[config.mk]
export PLATFORM = sky130hd
export DESIGN_NAME = hs_par_port
export DESIGN_NICKNAME = d
export VERILOG_FILES = /design/src/rtl/hpp_pkg.sv /design/src/rtl/hpp_in_fifo.sv /design/src/rtl/hpp_out_buf.sv /design/src/rtl/hpp_hs_ctrl.sv /design/src/rtl/hs_par_port.sv
export SDC_FILE = /design/constraint.sdc
export NUM_CORES = 1
export LEC_CHECK = 0
export BUFFER_PORTS_ARGS = -buffer_cell sky130_fd_sc_hd__clkbuf_2
export CAP_MARGIN = 5
export CORE_ASPECT_RATIO = 1.5
export CORE_MARGIN = 4
export CORE_UTILIZATION = 45
export CTS_BUF_LIST = sky130_fd_sc_hd__clkbuf_4 sky130_fd_sc_hd__clkbuf_8
export DETAILED_ROUTE_END_ITERATION = 8
export PLACE_DENSITY = 0.66
export SYNTH_ARGS = -nofsm -noshare
export SYNTH_HDL_FRONTEND = slang
export SYNTH_SLANG_ARGS = --single-unit
[constraint.sdc]
create_clock -name clk_i -period 2.3 [get_ports clk_i]
set_input_delay 0.46 -clock clk_i [delete_from_list [all_inputs] [get_ports clk_i]]
set_output_delay 0.46 -clock clk_i [all_outputs]
set_load 0.02 [all_outputs]
[src/rtl/hpp_pkg.sv]
`timescale 1ns/1ps
package hpp_pkg;
  typedef enum logic [1:0] {
    SUB_IN_DB  = 2'b00,
    SUB_OUT_DB = 2'b01,
    SUB_NL_0   = 2'b10,
    SUB_NL_1   = 2'b11
  } sub_e;

  localparam logic [2:0] AUX_LOW   = 3'b100;
  localparam logic [2:0] AUX_HIGH  = 3'b101;
  localparam logic [2:0] AUX_ILK   = 3'b110;
  localparam logic [2:0] AUX_PULSE = 3'b111;

  localparam logic [1:0] A_DATA = 2'd0;
  localparam logic [1:0] A_DIR  = 2'd1;
  localparam logic [1:0] A_CTRL = 2'd2;
  localparam logic [1:0] A_STAT = 2'd3;

  typedef struct packed {
    logic       spare;
    logic       ie_aux;
    logic       ie_strb;
    logic [2:0] aux_mode;
    sub_e       sub;
  } ctrl_t;
endpackage

[src/rtl/hpp_in_fifo.sv]
`timescale 1ns/1ps
module hpp_in_fifo #(
  parameter int unsigned W     = 8,
  parameter int unsigned DEPTH = 2
) (
  input  logic         clk_i,
  input  logic         rst_ni,
  input  logic         push_i,
  input  logic [W-1:0] data_i,
  input  logic         pop_i,
  output logic [W-1:0] head_o,
  output logic         empty_o,
  output logic         full_o
);
  localparam int unsigned AW = (DEPTH > 1) ? $clog2(DEPTH) : 1;
  localparam int unsigned CW = $clog2(DEPTH + 1);

  logic [W-1:0]  mem_q [DEPTH];
  logic [AW-1:0] wp_q, rp_q;
  logic [CW-1:0] cnt_q;
  logic          do_push, do_pop;

  assign empty_o = (cnt_q == '0);
  assign full_o  = (cnt_q == CW'(DEPTH));
  assign do_push = push_i && !full_o;
  assign do_pop  = pop_i && !empty_o;
  assign head_o  = mem_q[rp_q];

  always_ff @(posedge clk_i) begin
    if (do_push) mem_q[wp_q] <= data_i;
  end

  always_ff @(posedge clk_i or negedge rst_ni) begin
    if (!rst_ni) begin
      wp_q  <= '0;
      rp_q  <= '0;
      cnt_q <= '0;
    end else begin
      if (do_push) wp_q <= (wp_q == AW'(DEPTH - 1)) ? '0 : wp_q + 1'b1;
      if (do_pop)  rp_q <= (rp_q == AW'(DEPTH - 1)) ? '0 : rp_q + 1'b1;
      cnt_q <= cnt_q + CW'(do_push) - CW'(do_pop);
    end
  end
endmodule

[src/rtl/hpp_out_buf.sv]
`timescale 1ns/1ps
module hpp_out_buf #(
  parameter int unsigned W = 8
) (
  input  logic         clk_i,
  input  logic         rst_ni,
  input  logic         wr_i,
  input  logic [W-1:0] wdata_i,
  input  logic         hs_en_i,
  input  logic         dbl_i,
  input  logic         ack_i,
  output logic [W-1:0] data_o,
  output logic         pend_o,
  output logic         space_o,
  output logic         load_o
);
  logic [W-1:0] out_q, hold_q, out_d, hold_d;
  logic         pend_q, hv_q, pend_d, hv_d;

  always_comb begin
    out_d  = out_q;
    hold_d = hold_q;
    pend_d = pend_q;
    hv_d   = hv_q;
    load_o = 1'b0;
    if (hs_en_i) begin
      if (ack_i && pend_q) begin
        if (hv_q) begin
          out_d  = hold_q;
          hv_d   = 1'b0;
          load_o = 1'b1;
        end else begin
          pend_d = 1'b0;
        end
      end
      if (wr_i) begin
        if (!pend_d) begin
          out_d  = wdata_i;
          pend_d = 1'b1;
          load_o = 1'b1;
        end else if (dbl_i && !hv_d) begin
          hold_d = wdata_i;
          hv_d   = 1'b1;
        end
      end
    end else begin
      pend_d = 1'b0;
      hv_d   = 1'b0;
      if (wr_i) out_d = wdata_i;
    end
  end

  always_ff @(posedge clk_i or negedge rst_ni) begin
    if (!rst_ni) begin
      out_q  <= '0;
      hold_q <= '0;
      pend_q <= 1'b0;
      hv_q   <= 1'b0;
    end else begin
      out_q  <= out_d;
      hold_q <= hold_d;
      pend_q <= pend_d;
      hv_q   <= hv_d;
    end
  end

  assign data_o  = out_q;
  assign pend_o  = pend_q;
  assign space_o = !hs_en_i || !pend_q || (dbl_i && !hv_q);
endmodule

[src/rtl/hpp_hs_ctrl.sv]
`timescale 1ns/1ps
module hpp_hs_ctrl
  import hpp_pkg::*;
#(
  parameter int unsigned PULSE_CYC = 4
) (
  input  logic       clk_i,
  input  logic       rst_ni,
  input  logic       strb_i,
  input  logic       aux_i,
  input  logic [2:0] mode_i,
  input  logic       in_mode_i,
  input  logic       in_full_i,
  input  logic       pend_i,
  input  logic       trig_i,
  output logic       strb_edge_o,
  output logic       aux_edge_o,
  output logic       aux_o,
  output logic       aux_oe_o
);
  localparam int unsigned CW = $clog2(PULSE_CYC + 1);

  logic          strb_q, aux_q;
  logic [CW-1:0] pcnt_q;

  always_ff @(posedge clk_i or negedge rst_ni) begin
    if (!rst_ni) begin
      strb_q <= 1'b0;
      aux_q  <= 1'b0;
      pcnt_q <= '0;
    end else begin
      strb_q <= strb_i;
      aux_q  <= aux_i;
      if (mode_i == AUX_PULSE && trig_i) pcnt_q <= CW'(PULSE_CYC);
      else if (pcnt_q != '0)             pcnt_q <= pcnt_q - 1'b1;
    end
  end

  assign strb_edge_o = strb_i && !strb_q;
  assign aux_edge_o  = aux_i && !aux_q;
  assign aux_oe_o    = mode_i[2];

  always_comb begin
    unique case (mode_i)
      AUX_LOW:   aux_o = 1'b0;
      AUX_HIGH:  aux_o = 1'b1;
      // ready: room to accept on input, data available on output
      AUX_ILK:   aux_o = in_mode_i ? !in_full_i : pend_i;
      AUX_PULSE: aux_o = (pcnt_q != '0);
      default:   aux_o = 1'b0;
    endcase
  end
endmodule

[src/rtl/hs_par_port.sv]
`timescale 1ns/1ps
module hs_par_port
  import hpp_pkg::*;
#(
  parameter int unsigned W         = 8,
  parameter int unsigned IN_DEPTH  = 2,
  parameter int unsigned PULSE_CYC = 4
) (
  input  logic         clk_i,
  input  logic         rst_ni,
  input  logic         reg_we_i,
  input  logic         reg_re_i,
  input  logic [1:0]   reg_addr_i,
  input  logic [W-1:0] reg_wdata_i,
  output logic [W-1:0] reg_rdata_o,
  input  logic [W-1:0] pin_i,
  output logic [W-1:0] pin_o,
  output logic [W-1:0] pin_oe_o,
  input  logic         strb_i,
  input  logic         aux_i,
  output logic         aux_o,
  output logic         aux_oe_o,
  output logic         irq_o
);
  logic [W-1:0] dir_q;
  ctrl_t        ctrl_q;
  logic         flag_s_q, flag_a_q;
  logic         in_mode, strb_edge, aux_edge;
  logic         push, pop, acc, trig;
  logic [W-1:0] fifo_head, out_data, in_src;
  logic         fifo_empty, fifo_full;
  logic         out_pend, out_space, out_load, out_hs_en, out_dbl;
  logic         st_s, st_a;
  logic [7:0]   stat;
  logic         wr_data, wr_stat;

  assign in_mode   = (ctrl_q.sub == SUB_IN_DB);
  assign out_dbl   = (ctrl_q.sub == SUB_OUT_DB);
  assign out_hs_en = !in_mode && (ctrl_q.aux_mode[2:1] == 2'b11);
  assign wr_data   = reg_we_i && (reg_addr_i == A_DATA);
  assign wr_stat   = reg_we_i && (reg_addr_i == A_STAT);
  assign push      = in_mode && strb_edge;
  assign acc       = push && !fifo_full;
  assign pop       = in_mode && reg_re_i && (reg_addr_i == A_DATA);
  assign trig      = in_mode ? acc : out_load;

  hpp_in_fifo #(.W(W), .DEPTH(IN_DEPTH)) u_in_fifo (
    .clk_i   (clk_i),
    .rst_ni  (rst_ni),
    .push_i  (push),
    .data_i  (pin_i),
    .pop_i   (pop),
    .head_o  (fifo_head),
    .empty_o (fifo_empty),
    .full_o  (fifo_full)
  );

  hpp_out_buf #(.W(W)) u_out_buf (
    .clk_i   (clk_i),
    .rst_ni  (rst_ni),
    .wr_i    (wr_data),
    .wdata_i (reg_wdata_i),
    .hs_en_i (out_hs_en),
    .dbl_i   (out_dbl),
    .ack_i   (strb_edge),
    .data_o  (out_data),
    .pend_o  (out_pend),
    .space_o (out_space),
    .load_o  (out_load)
  );

  hpp_hs_ctrl #(.PULSE_CYC(PULSE_CYC)) u_hs_ctrl (
    .clk_i       (clk_i),
    .rst_ni      (rst_ni),
    .strb_i      (strb_i),
    .aux_i       (aux_i),
    .mode_i      (ctrl_q.aux_mode),
    .in_mode_i   (in_mode),
    .in_full_i   (fifo_full),
    .pend_i      (out_pend),
    .trig_i      (trig),
    .strb_edge_o (strb_edge),
    .aux_edge_o  (aux_edge),
    .aux_o       (aux_o),
    .aux_oe_o    (aux_oe_o)
  );

  always_ff @(posedge clk_i or negedge rst_ni) begin
    if (!rst_ni) begin
      dir_q    <= '0;
      ctrl_q   <= '0;
      flag_s_q <= 1'b0;
      flag_a_q <= 1'b0;
    end else begin
      if (reg_we_i && reg_addr_i == A_DIR)  dir_q  <= reg_wdata_i;
      if (reg_we_i && reg_addr_i == A_CTRL) ctrl_q <= ctrl_t'(reg_wdata_i[7:0]);
      // set wins over write-one-to-clear
      if (!in_mode && strb_edge)                   flag_s_q <= 1'b1;
      else if (wr_stat && reg_wdata_i[0])          flag_s_q <= 1'b0;
      if (!ctrl_q.aux_mode[2] && aux_edge)         flag_a_q <= 1'b1;
      else if (wr_stat && reg_wdata_i[1])          flag_a_q <= 1'b0;
    end
  end

  assign st_s  = in_mode ? !fifo_empty : flag_s_q;
  assign st_a  = ctrl_q.aux_mode[2] ? out_space : flag_a_q;
  assign stat  = {4'b0000, aux_i, strb_i, st_a, st_s};
  assign irq_o = (st_s && ctrl_q.ie_strb) || (st_a && ctrl_q.ie_aux);

  assign in_src = in_mode ? fifo_head : pin_i;

  always_comb begin
    unique case (reg_addr_i)
      A_DATA:  reg_rdata_o = (dir_q & out_data) | (~dir_q & in_src);
      A_DIR:   reg_rdata_o = dir_q;
      A_CTRL:  reg_rdata_o = W'(ctrl_q);
      default: reg_rdata_o = W'(stat);
    endcase
  end

  assign pin_o    = out_data;
  assign pin_oe_o = dir_q;
endmodule

Word level (Yosys, flattened, before mapping)
Memory sizes are Yosys's and may differ from the RTL's.
Index checks and enable logic that the tools add are counted.
- register bits after elaboration: 45
- memory bits (writable): 16
- output and inout port bits: 27
- memories: 1
- bits of input ports: 24
- memory list (name ; words ; bits a word ; read ports ; clocked after memory_dff ; wr ports ; RTL line ; RTL):
    u_in_fifo.mem_q ; 2 ; 8 ; 1 ; 0 ; 1 ; hpp_in_fifo.sv:18 ; logic [W-1:0] mem_q [DEPTH];
- eq/ne operators: 9
- $add $sub $neg: 5
- multiplexer cells: 39
- bitwise logic cells: 4
- reduce and logical (&&, ||, !) cells: 44
- operators by type and width (operator ; count):
    8-bit two-way mux ; 7
    1-bit two-way mux ; 28
    8-bit case mux with 3 select lines ; 1
    1-bit logical AND ; 22
    8-bit AND ; 2
    1-bit logical NOT ; 10
    3-bit equality test, second input constant ; 3
    2-bit equality test, second input constant ; 4
    8-bit NOT ; 1
    8-bit OR ; 1
    2-bit nonzero test ; 4
    2-bit logical NOT ; 3
    3-bit two-way mux ; 2
    2-bit by 1-bit equality test with 1-bit output, second input constant ; 2
    4-bit AND reduction ; 1
    1-bit logical OR ; 3
    1-bit case mux with 3 select lines ; 1
    3-bit nonzero test ; 1
    3-bit by 1-bit subtractor with 3-bit output, second input constant ; 1
    1-bit adder, second input constant ; 2
    2-bit by 1-bit adder with 2-bit output ; 1
    2-bit by 1-bit subtractor with 2-bit output ; 1

Logic depth before layout (Yosys ltp)
- word-level depth: 11
- depth in mapped cells: 10
- mapped depth without buffers: 8

By module
Synthesis repeated with hierarchy kept, for this count alone.
- cell total of the unflattened synthesis: 258
- area total of the unflattened synthesis: 3105.5 um2
- by module, submodules not included (module ; cells an instance ; times used ; sequential area each (um2) ; area each (um2)):
    hs_par_port ; 106 ; 1 ; 450.4 ; 1163.6
    hpp_out_buf ; 81 ; 1 ; 450.4 ; 884.6
    hpp_in_fifo ; 43 ; 1 ; 580.6 ; 775.7
    hpp_hs_ctrl ; 28 ; 1 ; 125.1 ; 281.5

Worst setup path after synthesis
OpenSTA, ideal clock, no wires.
- path type: register to output
- from: register ctrl_q[0] in the netlist's numbering
- to: output port reg_rdata_o[4]
- arrival: 1.778 ns
- cell stages (with the launch flop): 7
- setup slack: 0.062 ns
- cell sequence: dfrtp_1 > clkbuf_2 > nor2_1 > buf_2 > clkbuf_1 > o21ai_0 > o31ai_1
- longest elaborated chain between the ends: 5
- RTL lines (what ; RTL line ; RTL):
    start, declared ; hs_par_port.sv:26 ; ctrl_t ctrl_q;
    start signal, assigned ; hs_par_port.sv:96 ; if (reg_we_i && reg_addr_i == A_CTRL) ctrl_q <= ctrl_t'(reg_wdata_i[7:0]);
    2-bit logical NOT ; hs_par_port.sv:37 ; assign in_mode = (ctrl_q.sub == SUB_IN_DB);
    8-bit two-way mux ; hs_par_port.sv:110 ; assign in_src = in_mode ? fifo_head : pin_i;
    8-bit AND ; hs_par_port.sv:114 ; A_DATA: reg_rdata_o = (dir_q & out_data) | (~dir_q & in_src);
    8-bit OR ; hs_par_port.sv:114 ;
    8-bit case mux with 3 select lines ; hs_par_port.sv:113 ; unique case (reg_addr_i)
    end, declared ; hs_par_port.sv:15 ; output logic [W-1:0] reg_rdata_o,
Every way passes these cells.

Worst setup path after layout
- from: register ctrl_q[1] in the netlist's numbering
- to: output port reg_rdata_o[1]
- longest elaborated chain between the ends: 8
- elaborated cells between the ends (all ways): 13
- classes of those cells: eq/ne (1); mux (3); bitwise (2); reduce/logical (7)
- RTL lines (what ; RTL line ; RTL):
    2-bit logical NOT ; hs_par_port.sv:37 ;
    1-bit logical NOT ; hs_par_port.sv:39 ; assign out_hs_en = !in_mode && (ctrl_q.aux_mode[2:1] == 2'b11);
    1-bit logical AND ; hs_par_port.sv:39 ;
    1-bit logical NOT ; hpp_out_buf.sv:69 ; assign space_o = !hs_en_i || !pend_q || (dbl_i && !hv_q);
    1-bit logical OR (2 in series) ; hpp_out_buf.sv:69 ;
    1-bit two-way mux ; hs_par_port.sv:106 ; assign st_a = ctrl_q.aux_mode[2] ? out_space : flag_a_q;
    8-bit case mux with 3 select lines * ; hs_par_port.sv:113 ;
Every way passes the cells marked *; elsewhere a longest branch is shown, timed or not.

==> results.json <==
{
  "status": "finished with violations",
  "violations": "setup timing",
  "pin_count": 51,
  "max_freq_ghz": 0.4315,
  "yosys.cell_types.count": 49,
  "synth_edf_count": 16,
  "drtAntennaViolNets": 0,
  "grt_max_degree": 27,
  "drt-initial-drc-count": 171,
  "routedWlPerCell_um": 18.07,
  "n_antenna_cell": 0,
  "rows": 36,
  "die_area_mm2": 0.007998,
  "cts-root-buf": "clkbuf_8",
  "swShare_pct": 31.18,
  "ys_ff_latch": 61,
  "vias": 2244,
  "core_area_mm2": 0.006441,
  "peakVddDrop_mv": 0.7008,
  "hold_violations": 0,
  "yosysSeqAreaShare_pct": 54.04,
  "post_route_cells_drive_above_1_share_pct": 41.64,
  "io_buffer_count": 50,
  "syn_area_per_cell_um2": 11.80,
  "fin_skew_ns": 0.008198,
  "nNetsFinal": 352,
  "start_util_pct": 46.15,
  "totalWireLength_um": 7319,
  "tightest_slew_ns": 0.5961,
  "cts_inserted_buffers": 9,
  "switching_power_w": 0.001158,
  "clock_power_share_pct": 31.4,
  "cp.arrival_ns": 1.86,
  "pwr-share-seq_pct": 39.6,
  "grt_use_total_pct": 19.44,
  "r2r_start": "ctrl_q[0]$_DFFE_PN0P_",
  "synth_common_cells": "dfrtp_1, mux2_2, nand2_1",
  "end_kind": "output pin",
  "htreeDepth": 3,
  "clock-sinks": 61,
  "hpwl_um": 5151,
  "nFillCells": 527,
  "period_share_pct": 100.8,
  "postSynth.asyncResetShare_pct": 73.77,
  "worst-setup-path-type": "flip-flop to output pin",
  "crit_end": "reg_rdata_o[1]",
  "netlist_area_mm2": 0.002973,
  "gp_congestion": 0.8200,
  "die_y_um": 107.5,
  "hp-class": "primary input to asynchronous set/reset pin",
  "power_frac_comb_pct": 29.0,
  "layout_setup_ws_ns": -0.01777,
  "synthTopCellsByArea": "dfrtp_1, edfxtp_1, mux2_2",
  "instances_no_fill": 405,
  "path_max_fanout": 5,
  "dpl.cell_count": 382,
  "drc": 0,
  "die_w_um": 74.37,
  "synth.largest_area_cell": "dfrtp_1",
  "setup_tns_ns": -0.01777,
  "grt_pass1_wl_um": 11450,
  "cp-start-kind": "flip-flop",
  "clk_path_buf_depth": 2,
  "path_clk_slew_ns": 0.07,
  "p_leak_nw": 1.697,
  "post-synth-top-count-cell": "dfrtp_1",
  "grt_overflow_total": 0,
  "viasPerCell": 5.541,
  "synth_nets": 280,
  "crit_start": "ctrl_q[1]$_DFFE_PN0P_",
  "grt_antenna_before_repair": 0,
  "cts_hold_buf": 0,
  "r2r_slack_ns": 0.26,
  "p_int_w": 0.002556,
  "setup_viol": 1,
  "p_per_area_mw_per_mm2": 954.8,
  "relSlewSlack_pct": 60.26,
  "ys_warn_count": 0,
  "cts_tree": "built",
  "worstRegToRegCells": 10,
  "slew_violations": 0,
  "yosysTopAreaCellShare_pct": 37.88,
  "grt_pass1_vias": 2266,
  "required_ns": 1.84,
  "max_cap_viol_count": 0,
  "syn_to_final_growth_pct": 30.85,
  "pre_cts_slack_ns": 0.08029,
  "first_pass_iters": 4,
  "synthFlopType": "dfrtp_1",
  "rr_endpoint": "u_in_fifo.cnt_q[1]$_DFF_PN0_",
  "synthCells": 252,
  "period_needed_ns": 2.318,
  "clk_latency_ns": 0.35,
  "rsz0062_at_grt": "true"
}
-- layer usage --
metal,GRT usage (%),wire (µm),up-vias
met5,0,0,-
met4,8.906,170,0
met3,4.486,311,16
met2,31.89,3802,59
met1,23.80,3035,1107
li1,-,-,1062
-- worst min-delay path by stage --
stage	cells after the start	endpoint	start
final	1	pin_oe_o[6]$_DFFE_PN0P_	rst_ni
after global placement	2	u_out_buf.data_o[0]$_DFFE_PN0P_	u_out_buf.hold_q[0]$_DFFE_PN0P_
after detailed placement	2	u_out_buf.data_o[0]$_DFFE_PN0P_	u_out_buf.hold_q[0]$_DFFE_PN0P_
after floorplan	0	ctrl_q[0]$_DFFE_PN0P_	rst_ni
after CTS	1	pin_oe_o[6]$_DFFE_PN0P_	rst_ni
after global routing	1	pin_oe_o[6]$_DFFE_PN0P_	rst_ni
-- per-stage QoR --
stage / hold slack [ns] / cell area (µm²) / total power (W) / util (%)
after floorplan: 0.1644 / 2973 / 0.002043 / -
after global placement: 0.4598 / 3397 / 0.002350 / 52.74
after detailed placement: 0.4699 / 3397 / 0.002379 / 52.74
after CTS: 0.1134 / 3830 / 0.003677 / 59.46
after global routing: 0.1264 / 3890 / 0.003900 / 60.39
final: 0.09733 / 3890 / 0.003714 / 60.39
-- worst max-delay path, cell delays in order, from the launching register on --
cell and delay [ns]:
dfrtp_2 0.45, buf_6 0.14, o211a_4 0.25, a31oi_4 0.19, mux2i_1 0.11, a2bb2oi_2 0.19
clkbuf_8 0.17
-- cell type report --
| class | instances | area [µm²] | area share (%) |
|---|---|---|---|
| Clock inverter | 6 | 110.1 | 2.831 |
| Clock buffer | 10 | 137.6 | 3.538 |
| Tap cell | 76 | 95.09 | 2.445 |
| Multi-Input combinational cell | 168 | 1381 | 35.51 |
| Timing Repair Buffer | 74 | 518.0 | 13.32 |
| Inverter | 10 | 37.54 | 0.9649 |
| Sequential cell | 61 | 1610 | 41.40 |
-- repair_timing --
item	in CTS	in global routing
setup buffers	4	3
cloned	1	0
endpoints found under the setup margin	5	4
pin swaps	11	5
gates resized for setup	28	8
-- registers in the layout, indices dropped and copies added, names as in the netlist, 2 cells and up --
register	cells
u_out_buf.data_o	8
pin_oe_o	8
u_in_fifo.mem_q	16
ctrl_q	8
u_out_buf.hold_q	8
u_hs_ctrl.pcnt_q	3
u_in_fifo.cnt_q	2
-- kinds of logic after synthesis --
group | share of synthesized area (%)
mux | 11.62
fa+ha+maj | 1.684
simple gates | 13.72
xor+xnor | 1.473
buf+inv | 3.746
compound gates | 13.72
flops | 54.04
-- cells in the final DEF, fill, tap and decap left out, drive strengths merged, types with 2 or more instances in the layout --
master / instances
ha: 4
clkinvlp: 2
inv: 10
nor2: 15
xor2: 2
nor2b: 3
nand3b: 4
o221ai: 2
mux2i: 12
o31ai: 5
dfrtp: 45
nand2b: 12
nand2: 19
edfxtp: 16
nand3: 2
and2: 2
o31a: 2
o221a: 6
xnor2: 3
or3b: 3
o211ai: 2
a2111oi: 4
clkbuf: 58
buf: 25
a22o: 2
nor3: 3
mux2: 20
bufinv: 3
o21ai: 14
a21oi: 9
a2bb2oi: 3
nor3b: 4
o211a: 2
-- power groups by stage --
stage,Combinational [W],Clock (W),Sequential (W)
after detailed placement,0.000911,0,0.00147
after floorplan,0.000583,0,0.00146
after global placement,0.000887,0,0.00146
after global routing,0.00118,0.00123,0.00149
final,0.00108,0.00117,0.00147
after CTS,0.00103,0.00118,0.00146
Note: power is estimated with default switching activity, not from simulation.
